File: config.mk
export PLATFORM = sky130hd
export DESIGN_NAME = edo_dq_ctrl
export DESIGN_NICKNAME = d
export VERILOG_FILES = /design/src/rtl/edo_pkg.sv /design/src/rtl/edo_strobe_edges.sv /design/src/rtl/edo_access_class.sv /design/src/rtl/edo_dq_latch.sv /design/src/rtl/edo_dq_ctrl.sv
export SDC_FILE = /design/constraint.sdc
export NUM_CORES = 1
export LEC_CHECK = 0
export BUFFER_PORTS_ARGS = -buffer_cell sky130_fd_sc_hd__buf_2
export CORE_MARGIN = 8
export CORE_UTILIZATION = 30
export DETAILED_ROUTE_END_ITERATION = 6
export SYNTH_ARGS = -nofsm -noshare
export SYNTH_HDL_FRONTEND = slang
export SYNTH_HIERARCHICAL = 1
export SYNTH_SLANG_ARGS = --single-unit
File: constraint.sdc
create_clock -name clk -period 1.34 [get_ports clk]
set_input_delay 0.067 -clock clk [delete_from_list [all_inputs] [get_ports clk]]
set_output_delay 0.067 -clock clk [all_outputs]
set_load 0.02 [all_outputs]
File: src/rtl/edo_pkg.sv
package edo_pkg;
   typedef enum logic [1:0] {
      ACC_IDLE  = 2'd0,
      ACC_READ  = 2'd1,
      ACC_EARLY = 2'd2,
      ACC_LATE  = 2'd3
   } access_kind_e;

   typedef struct packed {
      logic row_n;
      logic col_n;
      logic oen_n;
      logic wen_n;
   } strobes_t;

   typedef struct packed {
      logic col_fall;
      logic wen_fall;
      logic both_high;
   } strobe_events_t;
endpackage

File: src/rtl/edo_strobe_edges.sv
module edo_strobe_edges
   import edo_pkg::*;
(
   input  logic           clk,
   input  logic           rst_n,
   input  strobes_t       strb,
   output strobe_events_t evt
);
   logic col_q;
   logic wen_q;

   always_ff @(posedge clk or negedge rst_n) begin
      if (!rst_n) begin
         col_q <= 1'b1;
         wen_q <= 1'b1;
      end else begin
         col_q <= strb.col_n;
         wen_q <= strb.wen_n;
      end
   end

   always_comb begin
      evt.col_fall  = col_q & ~strb.col_n;
      evt.wen_fall  = wen_q & ~strb.wen_n;
      evt.both_high = strb.row_n & strb.col_n;
   end
endmodule

File: src/rtl/edo_access_class.sv
module edo_access_class
   import edo_pkg::*;
(
   input  logic           clk,
   input  logic           rst_n,
   input  strobes_t       strb,
   input  strobe_events_t evt,
   output access_kind_e   kind_nxt
);
   access_kind_e kind_q;

   always_comb begin
      kind_nxt = kind_q;
      if (evt.col_fall) begin
         kind_nxt = strb.wen_n ? ACC_READ : ACC_EARLY;
      end else if (kind_q == ACC_READ && !strb.col_n && evt.wen_fall && strb.oen_n) begin
         kind_nxt = ACC_LATE;
      end
   end

   always_ff @(posedge clk or negedge rst_n) begin
      if (!rst_n) kind_q <= ACC_IDLE;
      else        kind_q <= kind_nxt;
   end
endmodule

File: src/rtl/edo_dq_latch.sv
module edo_dq_latch
   import edo_pkg::*;
#(
   parameter int unsigned DATA_W        = 8,
   parameter bit          MASK_WHEN_OFF = 1'b1
) (
   input  logic              clk,
   input  logic              rst_n,
   input  strobes_t          strb,
   input  strobe_events_t    evt,
   input  access_kind_e      kind_nxt,
   input  logic [DATA_W-1:0] rd_data,
   output logic              drive,
   output logic [DATA_W-1:0] word
);
   localparam logic [DATA_W-1:0] ZERO_WORD = '0;

   logic              held_q;
   logic              held_nxt;
   logic [DATA_W-1:0] data_q;
   logic              drive_q;

   always_comb begin
      held_nxt = held_q;
      if (evt.col_fall)       held_nxt = strb.wen_n;
      else if (evt.both_high) held_nxt = 1'b0;
   end

   always_ff @(posedge clk or negedge rst_n) begin
      if (!rst_n) begin
         held_q  <= 1'b0;
         data_q  <= ZERO_WORD;
         drive_q <= 1'b0;
      end else begin
         held_q  <= held_nxt;
         if (evt.col_fall && strb.wen_n) data_q <= rd_data;
         drive_q <= held_nxt && (kind_nxt == ACC_READ) && !strb.oen_n;
      end
   end

   assign drive = drive_q;

   generate
      if (MASK_WHEN_OFF) begin : g_mask
         assign word = drive_q ? data_q : ZERO_WORD;
      end else begin : g_raw
         assign word = data_q;
      end
   endgenerate
endmodule

File: src/rtl/edo_dq_ctrl.sv
module edo_dq_ctrl
   import edo_pkg::*;
#(
   parameter int unsigned DATA_W        = 8,
   parameter bit          MASK_WHEN_OFF = 1'b1
) (
   input  logic              clk,
   input  logic              rst_n,
   input  logic              ras_n,
   input  logic              cas_n,
   input  logic              oe_n,
   input  logic              we_n,
   input  logic [DATA_W-1:0] rd_data,
   output logic              dq_oe,
   output logic [DATA_W-1:0] dq_out
);
   generate
      if (DATA_W < 1 || DATA_W > 1024) begin : g_bad_width
         $error("edo_dq_ctrl: DATA_W out of range");
      end
   endgenerate

   strobes_t       strb;
   strobe_events_t evt;
   access_kind_e   kind_nxt;

   assign strb = '{row_n: ras_n, col_n: cas_n, oen_n: oe_n, wen_n: we_n};

   edo_strobe_edges u_edges (
      .clk   (clk),
      .rst_n (rst_n),
      .strb  (strb),
      .evt   (evt)
   );

   edo_access_class u_class (
      .clk      (clk),
      .rst_n    (rst_n),
      .strb     (strb),
      .evt      (evt),
      .kind_nxt (kind_nxt)
   );

   edo_dq_latch #(
      .DATA_W        (DATA_W),
      .MASK_WHEN_OFF (MASK_WHEN_OFF)
   ) u_latch (
      .clk      (clk),
      .rst_n    (rst_n),
      .strb     (strb),
      .evt      (evt),
      .kind_nxt (kind_nxt),
      .rd_data  (rd_data),
      .drive    (dq_oe),
      .word     (dq_out)
   );
endmodule

==> results of run 1 <==
[critical path, cell delays in order, from the launching register on]
cell	delay [ns]
dfstp_2	0.37
and2b_2	0.23
or3b_4	0.40
a2111oi_4	0.28
[layout by cell type (no fill, tap or decap), drive strengths merged]
master	instances
dfstp	2
dlygate4sd3	4
or3b	1
a22oi	1
nor2	1
dfrtp	12
and2	9
clkbuf	4
nor2b	1
a2111oi	1
buf	22
nand2	2
and2b	1
nand4b	1
inv	1
mux2	9
[where the power goes]
part / total [W] / leakage, nW / switching [W] / internal [W]
Sequential: 0.000508 / 0.165 / 0.0000233 / 0.000485
Clock: 0.000297 / 0.0210 / 0.000132 / 0.000165
Combinational: 0.000141 / 0.224 / 0.0000592 / 0.0000819
[stage by stage]
stage          area (µm²)  hold slack [ns]
2_1_floorplan         591           -0.229
3_3_place_gp          734          -0.0207
3_5_place_dp          734          -0.0221
4_1_cts               828           0.0116
5_1_grt               828          0.00406
6_report              828           0.0181
[worst max-delay path by stage]
stage                                  from                      end  slack [ns]
finish              u_edges/col_q$_DFF_PN1_  u_latch/drive$_DFF_PN0_       -0.03
floorplan           u_edges/col_q$_DFF_PN1_  u_latch/drive$_DFF_PN0_        0.02
global route        u_edges/col_q$_DFF_PN1_  u_latch/drive$_DFF_PN0_       -0.08
detailed placement  u_edges/col_q$_DFF_PN1_  u_latch/drive$_DFF_PN0_       -0.02
global placement    u_edges/col_q$_DFF_PN1_  u_latch/drive$_DFF_PN0_       -0.02
CTS                 u_edges/col_q$_DFF_PN1_  u_latch/drive$_DFF_PN0_       -0.04
[flip-flops by register name (all words and copies together) (netlist names)]
name / count
u_latch/data_q: 8
u_edges/col_q: 1
u_latch/drive: 1
u_class/kind_q: 2
u_latch/held_q: 1
u_edges/wen_q: 1
[cell families after synthesis]
family	count (synthesis)	share of synthesized area
multiplexers	9	0.179
buffers and inverters	1	0.00638
AO/OA/AOI/OAI	2	0.0383
AND/OR/NAND/NOR	16	0.177
flip-flops	14	0.600
[per-layer routing]
| metal | wire [µm] | global-route usage | vias to the layer above |
|---|---|---|---|
| li1 | - | - | 203 |
| met1 | 521 | 0.0768 | 189 |
| met2 | 462 | 0.102 | 19 |
| met3 | 172 | 0.0387 | 0 |
| met4 | 0 | 0.0306 | 0 |
| met5 | 0 | 0 | - |
[what timing repair did]
action / CTS / global route
hold buffers: 4 / 0
endpoints found under the hold margin: 17 / 0
endpoints found under the setup margin: 1 / 1
resized for setup: 2 / 0
[final cells by class]
| type | count | area, µm² |
|---|---|---|
| flip-flops and latches | 14 | 353 |
| clock buffers | 4 | 36.3 |
| multi-input cells | 27 | 251 |
| repair buffers | 26 | 150 |
| well taps | 27 | 33.8 |
| inverters | 1 | 3.75 |
| fillers | 182 | 1070 |
[Yosys cell counts]
master	count	area, µm²
inv_1	1	3.75
and2_2	1	7.51
nor2_1	1	3.75
mux2_4	1	15.0
or3b_4	1	11.3
a22oi_1	1	7.51
mux2_2	8	90.1
nand2_1	2	7.51
dfstp_2	2	52.6
nand4b_1	1	8.76
and2_1	8	50.1
and2b_2	1	8.76
dfrtp_1	12	300
a2111oi_2	1	15.0
nor2b_1	1	6.26
==> flow_metrics.tcl, run 1 <==
set metrics [dict create \
    status "finished with violations" \
    violations "setup timing" \
    drt_iter0_drc 7 \
    finalCritPeriodShare 1.02 \
    core_um2 1900 \
    post_cts_buffers 0 \
    grt_pass1_wl_um 1880 \
    cp_max_fo 5 \
    placementRows 16 \
    worstSetupEndpointType "flip-flop" \
    syn_to_final_growth_pct 40.9 \
    fin_crit_ns 1.37 \
    dpl.cell_count 91 \
    drive_gt1_frac 0.583 \
    post-place-ws_ns -0.0225 \
    gp_congestion 0.729 \
    io_buffers 22 \
    synthesis.area_per_instance_um2 14.0 \
    clock_latency_ns 0.27 \
    slew_viol_final 0 \
    cts_buffer_depth 2 \
    num_vias 411 \
    syn-cell-area_um2 588 \
    min-delay-start "rd_data[1]" \
    drtAntennaViolNets 0 \
    whs_endpoint "u_latch/data_q[1]$_DFFE_PN0P_" \
    critPathKind "reg -> reg" \
    relSlewSlack 0.763 \
    power_leakage_nw 0.410 \
    max_freq_mhz 728 \
    setup_viol 1 \
    arrival_ns 1.55 \
    start_util 0.309 \
    r2r-start "u_edges/col_q$_DFF_PN1_" \
    ioPinCount 23 \
    grtUsageTotal 0.0685 \
    vias_per_cell 4.15 \
    diodes 0 \
    synthCells 42 \
    antenna_found_initial 0 \
    die_h_um 60.3 \
    dr.pass1.iters 2 \
    finalWorstSetupSlack_ns -0.0332 \
    die_w_um 60.3 \
    yosysWarnings 6 \
    num-nets-final 87 \
    grt-ovfl-total 0 \
    grt_pass1_vias 424 \
    utilization 0.436 \
    ys_ff_latch 14 \
    worstHoldPathCells 2 \
    r2r_cells 3 \
    dpl.hpwl_um 884 \
    start_kind "flip-flop" \
    min_path_type "in -> reg" \
    ys_seq_area_frac 0.600 \
    hold_viol_final 0 \
    cts_buffers 3 \
    fin_tns_setup_ns -0.0332 \
    rsz0062_at_grt "yes" \
    syn_nets 56 \
    required_ns 1.52 \
    instances_no_fill 99 \
    routed_wl_um 1160 \
    rr_endpoint "u_latch/drive$_DFF_PN0_" \
    drv_cap 0 \
    worst-r2r-setup-slack_ns -0.03 \
    cts.sinks 14 \
    synth_cell_types 15 \
    ctsRootBufferMaster "clkbuf_4" \
    clk_pin_slew_worst_paths_ns 0.09 \
    tightest_slew_ns 0.355 \
    peakVddDrop_mv 0.554 \
    finalClockSkew_ns 0.00380 \
    grt_max_degree 15 \
    power_w 0.000947 \
    dieArea_um2 3630 \
    cts_tree "yes" \
    cts_htree_levels 1 \
    pwr_density_cell_nw_per_um2 1140 \
    routedWlPerCell_um 11.7 \
    drcViolationCount 0 \
]
Power figures use the tool's default switching activity.
==> inputs of run 2 (changes only) <==
- REMOVE_ABC_BUFFERS: default -> 1
- TNS_END_PERCENT: default -> 50
==> run 2 against run 1 <==
Effect of this change:
- the run still ends with setup timing left
- sequential power about the same
- routed wire length up 2.9%
- power down 5.2%
- register-to-register slack worse by 0.02 ns
- via count up 3.2%
- combinational power about the same
- utilization up 0.066 points
- count of clock-buffer cells in the layout unchanged
- non-clock buffer count up 2
- largest cell class unchanged
==> flow_metrics.tcl, run 2 (synthesis gave the netlist of run 1 again) <==
set metrics [dict create \
    rr_endpoint "u_latch/drive$_DFF_PN0_" \
    tightest_slew_ns 0.358 \
    die_w_um 60.3 \
    max_freq_mhz 717 \
    peakVddDrop_mv 0.479 \
    cts_htree_levels 1 \
    status "finished with violations" \
    worstHoldPathCells 2 \
    finalClockSkew_ns 0.00798 \
    grtUsageTotal 0.0737 \
    r2r-start "u_edges/col_q$_DFF_PN1_" \
    post-place-ws_ns -0.0676 \
    final_cell_mix "buf_2 (22), dfrtp_1 (12), and2_1 (8), mux2_2 (8), dlygate4sd3_1 (4)" \
    worst-r2r-setup-slack_ns -0.05 \
    final_common_cell "buf_2" \
    worstSetupEndpointType "flip-flop" \
    arrival_ns 1.57 \
    dpl.hpwl_um 938 \
    clk_pin_slew_worst_paths_ns 0.09 \
    critPathKind "reg -> reg" \
    drive_gt1_frac 0.568 \
    slew_viol_final 0 \
    cts.sinks 14 \
    utilization 0.436 \
    cts_tree "yes" \
    finalCritPeriodShare 1.04 \
    top_register "u_latch/data_q" \
    num-nets-final 89 \
    slowest_delay_ns 0.42 \
    start_kind "flip-flop" \
    largest_reg_flops 8 \
    core_um2 1900 \
    placed_cell_area_um2 747 \
    diodes 0 \
    cp_slowest_cell "or3b_4" \
    start_util 0.309 \
    required_ns 1.51 \
    ioPinCount 23 \
    power_w 0.000898 \
    design_area_um2 830 \
    r2r_cells 3 \
    ctsRootBufferMaster "clkbuf_4" \
    min-delay-start "rd_data[4]" \
    dieArea_um2 3630 \
    instances_no_fill 101 \
    dr.pass1.iters 4 \
    setup_viol 1 \
    hold_viol_final 0 \
    die_h_um 60.3 \
    drtAntennaViolNets 0 \
    whs_endpoint "u_latch/data_q[4]$_DFFE_PN0P_" \
    routedWlPerCell_um 11.8 \
    dpl.cell_count 93 \
    power_leakage_nw 0.408 \
    cp_max_fo 5 \
    grt-ovfl-total 0 \
    crit_chain "and2b_2, or3b_4, a2111oi_4" \
    drcViolationCount 0 \
    grt_pass1_vias 433 \
    min_path_type "in -> reg" \
    antenna_found_initial 0 \
    finalWorstSetupSlack_ns -0.0542 \
    rsz0062_at_grt "yes" \
    drt_iter0_drc 5 \
    gp_congestion 0.738 \
    largest_registers "u_latch/data_q (8), u_class/kind_q (2)" \
    num_vias 424 \
    grt_pass1_wl_um 1990 \
    fin_crit_ns 1.39 \
    violations "setup timing" \
    clock_latency_ns 0.28 \
    placementRows 16 \
    post_cts_buffers 0 \
    io_buffers 22 \
    grt_max_degree 15 \
    cts_buffer_depth 2 \
    pwr_density_cell_nw_per_um2 1080 \
    vias_per_cell 4.20 \
    drv_cap 0 \
    routed_wl_um 1190 \
    syn_to_final_growth_pct 41.1 \
    cts_buffers 3 \
    relSlewSlack 0.761 \
]
## run 2: cell types whose count changed in the layout (fill, tap and decap cells not counted)
cell / previous run / this run
nand2_4: 1 / 0
buf_6: 0 / 1
clkbuf_1: 0 / 1
buf_4: 0 / 1
clkbuf_8: 1 / 0
nand2_1: 1 / 2
## run 2: power breakdown
group          switching (W)  internal, W  total (W)
combinational      0.0000593    0.0000847   0.000144
sequential         0.0000227     0.000485   0.000508
clock               0.000131     0.000115   0.000246
## run 2: cell type report
type | instances | area, µm²
sequential | 14 | 353
timing repair buffer | 28 | 169
inverter | 1 | 3.75
multi-input combinational | 27 | 244
tap | 27 | 33.8
clock buffer | 4 | 26.3
fill | 190 | 1070
## run 2: how the worst max path moves through the flow
stage | from | endpoint | slack, ns
3_3_place_gp | u_edges/col_q$_DFF_PN1_ | u_latch/drive$_DFF_PN0_ | -0.05
5_1_grt | u_edges/col_q$_DFF_PN1_ | u_latch/drive$_DFF_PN0_ | -0.11
6_report | u_edges/col_q$_DFF_PN1_ | u_latch/drive$_DFF_PN0_ | -0.05
4_1_cts | u_edges/col_q$_DFF_PN1_ | u_latch/drive$_DFF_PN0_ | -0.03
2_1_floorplan | u_edges/col_q$_DFF_PN1_ | u_latch/drive$_DFF_PN0_ | -0.03
3_5_place_dp | u_edges/col_q$_DFF_PN1_ | u_latch/drive$_DFF_PN0_ | -0.07
## run 2: repair_timing
action                                  CTS  global route
hold endpoints to repair                 17             0
hold buffers                              4             0
endpoints found under the setup margin    1             9
gates resized for setup                   1             1
pin swaps                                 2             0
## run 2: worst max-delay path: cells and delay by family (launching register included)
family | cells | cell delay, ns
and+or+nand+nor | 2 | 0.64
DFF | 1 | 0.36
AOI/OAI and AO/OA | 1 | 0.30
## run 2: routing by layer
metal / up-vias / wire length, µm / GRT usage / share of wire
met1: 199 / 497 / 0.0867 / 0.42
met3: 2 / 135 / 0.0215 / 0.11
met2: 16 / 539 / 0.107 / 0.45
met5: - / 0 / 0 / 0
met4: 0 / 18 / 0.0612 / 0.015
li1: 207 / - / - / -
## run 2: per-stage QoR
stage	setup TNS (ns)	hold WS [ns]
CTS	-0.0334	0.000790
floorplan	-0.0276	-0.229
detailed placement	-0.0676	-0.0208
global placement	-0.0469	-0.0230
global route	-0.342	0.00214
finish	-0.0542	0.0129
==> inputs of run 3 (changes only) <==
- GPL_TIMING_DRIVEN: default -> 0
- PLACE_DENSITY: default -> 0.67
- SETUP_SLACK_MARGIN: default -> 0.02
==> run 3 against run 2 <==
Effect of this change:
- the run still ends with setup timing left
- final area up 7.4%
- combinational power up 22%
- register-to-register slack better by 0.02 ns
- largest cell class unchanged
==> flow_metrics.tcl, run 3 (synthesis gave the netlist of run 1 again) <==
set metrics [dict create \
    pwr_density_cell_nw_per_um2 1100 \
    cts_buffer_depth 2 \
    utilization 0.468 \
    relSlewSlack 0.800 \
    routed_wl_um 1220 \
    num-nets-final 91 \
    ctsRootBufferMaster "clkbuf_4" \
    hold_viol_final 0 \
    violations "setup timing" \
    required_ns 1.52 \
    num_vias 426 \
    largest_registers "u_latch/data_q (8), u_class/kind_q (2)" \
    min-delay-start "rd_data[0]" \
    clk_pin_slew_worst_paths_ns 0.08 \
    dr.pass1.iters 3 \
    diodes 0 \
    vias_per_cell 4.14 \
    cp_max_fo 2 \
    cts_htree_levels 1 \
    status "finished with violations" \
    critPathKind "reg -> reg" \
    cts_buffers 3 \
    arrival_ns 1.56 \
    worstSetupEndpointType "flip-flop" \
    met2_length_um 510 \
    io_buffers 22 \
    wl_met1_um 544 \
    grt_pass1_wl_um 1990 \
    routedWlPerCell_um 11.8 \
    fin_tns_setup_ns -0.0503 \
    dieArea_um2 3630 \
    final_common_cell "buf_2" \
    crit_start "u_edges/col_q$_DFF_PN1_" \
    drcViolationCount 0 \
    dpl.hpwl_um 868 \
    final_cell_mix "buf_2 (22), dfrtp_1 (12), and2_1 (8), mux2_2 (8), dlygate4sd3_1 (4)" \
    instances_no_fill 103 \
    grt_pass1_vias 464 \
    peakVddDrop_mv 0.711 \
    largest_reg_flops 8 \
    nFillCells 189 \
    antenna_found_initial 0 \
    r2r-start "u_edges/col_q$_DFF_PN1_" \
    drtAntennaViolNets 0 \
    cts_tree "yes" \
    gp_congestion 0.653 \
    cts.sinks 14 \
    design_area_um2 891 \
    met3_length_um 161 \
    die_w_um 60.3 \
    syn_to_final_growth_pct 51.5 \
    drt_iter0_drc 7 \
    drv_cap 0 \
    clock_latency_ns 0.28 \
    drive_gt1_frac 0.645 \
    top_register "u_latch/data_q" \
    ioPinCount 23 \
    placed_cell_area_um2 732 \
    power_leakage_nw 0.435 \
    fin_crit_ns 1.38 \
    grt_max_degree 15 \
    finalCritPeriodShare 1.03 \
    finalClockSkew_ns 0.00293 \
    dpl.cell_count 91 \
    top_layer_used "met3" \
    die_h_um 60.3 \
    start_kind "flip-flop" \
    core_um2 1900 \
    grt-ovfl-total 0 \
    tightest_slew_ns 0.300 \
    min_path_type "in -> reg" \
    placementRows 16 \
    slew_viol_final 0 \
    finalWorstSetupSlack_ns -0.0390 \
    grtUsageTotal 0.0737 \
    max_freq_mhz 725 \
    setup_viol 2 \
    start_util 0.309 \
    rsz0062_at_grt "yes" \
]
[run 3: what timing repair did]
action,CTS,global route
hold buffers,4,0
hold endpoints to repair,17,0
resized for setup,6,3
pin swaps,2,3
setup endpoints to repair,9,10
buffers inserted,3,1
[run 3: path summary, 6_finish.rpt]
kind                       cells past startpoint                            end  slack, ns
hold / removal                                 2  u_latch/data_q[0]$_DFFE_PN0P_       0.02
setup / recovery                               3        u_latch/drive$_DFF_PN0_      -0.04
hold reg to reg                                1  u_latch/data_q[2]$_DFFE_PN0P_       0.50
min in group asynchronous                      2       u_latch/held_q$_DFF_PN0_       0.22
max in group asynchronous                      2        u_edges/wen_q$_DFF_PN1_       0.84
setup reg to reg                               3        u_latch/drive$_DFF_PN0_      -0.04
[run 3: report_power, final]
part           switching (W)  internal, W  leakage [nW]  total [W]
combinational      0.0000691     0.000107         0.249   0.000176
sequential         0.0000243     0.000485         0.165   0.000509
clock               0.000134     0.000165        0.0210   0.000299
[run 3: metrics by stage]
stage          total power (W)  hold WS, ns  setup slack [ns]
2_1_floorplan         0.000593       -0.229           -0.0276
6_report              0.000984       0.0176           -0.0390
5_1_grt                0.00104      0.00131           -0.0797
3_3_place_gp          0.000636      -0.0251            -0.130
4_1_cts               0.000984      0.00774           -0.0513
3_5_place_dp          0.000643      -0.0169            -0.146
[run 3: cell type report]
| class | instances | area, µm² | area share |
|---|---|---|---|
| Clock buffer | 4 | 36.3 | 0.0407 |
| Inverter | 1 | 3.75 | 0.00421 |
| Multi-Input combinational cell | 27 | 264 | 0.296 |
| Sequential cell | 14 | 353 | 0.396 |
| Tap cell | 27 | 33.8 | 0.0379 |
| Timing Repair Buffer | 30 | 200 | 0.225 |
[run 3: routing by layer]
layer,vias to the layer above,global-route usage
met5,-,0
met4,0,0.0102
met3,0,0.0452
met2,23,0.119
met1,192,0.0817
li1,211,-
[run 3: worst max-delay path, cell delays in order, from the launching register on]
cell,delay (ns)
dfstp_2,0.36
and2b_2,0.21
or3b_4,0.42
a2111oi_4,0.29
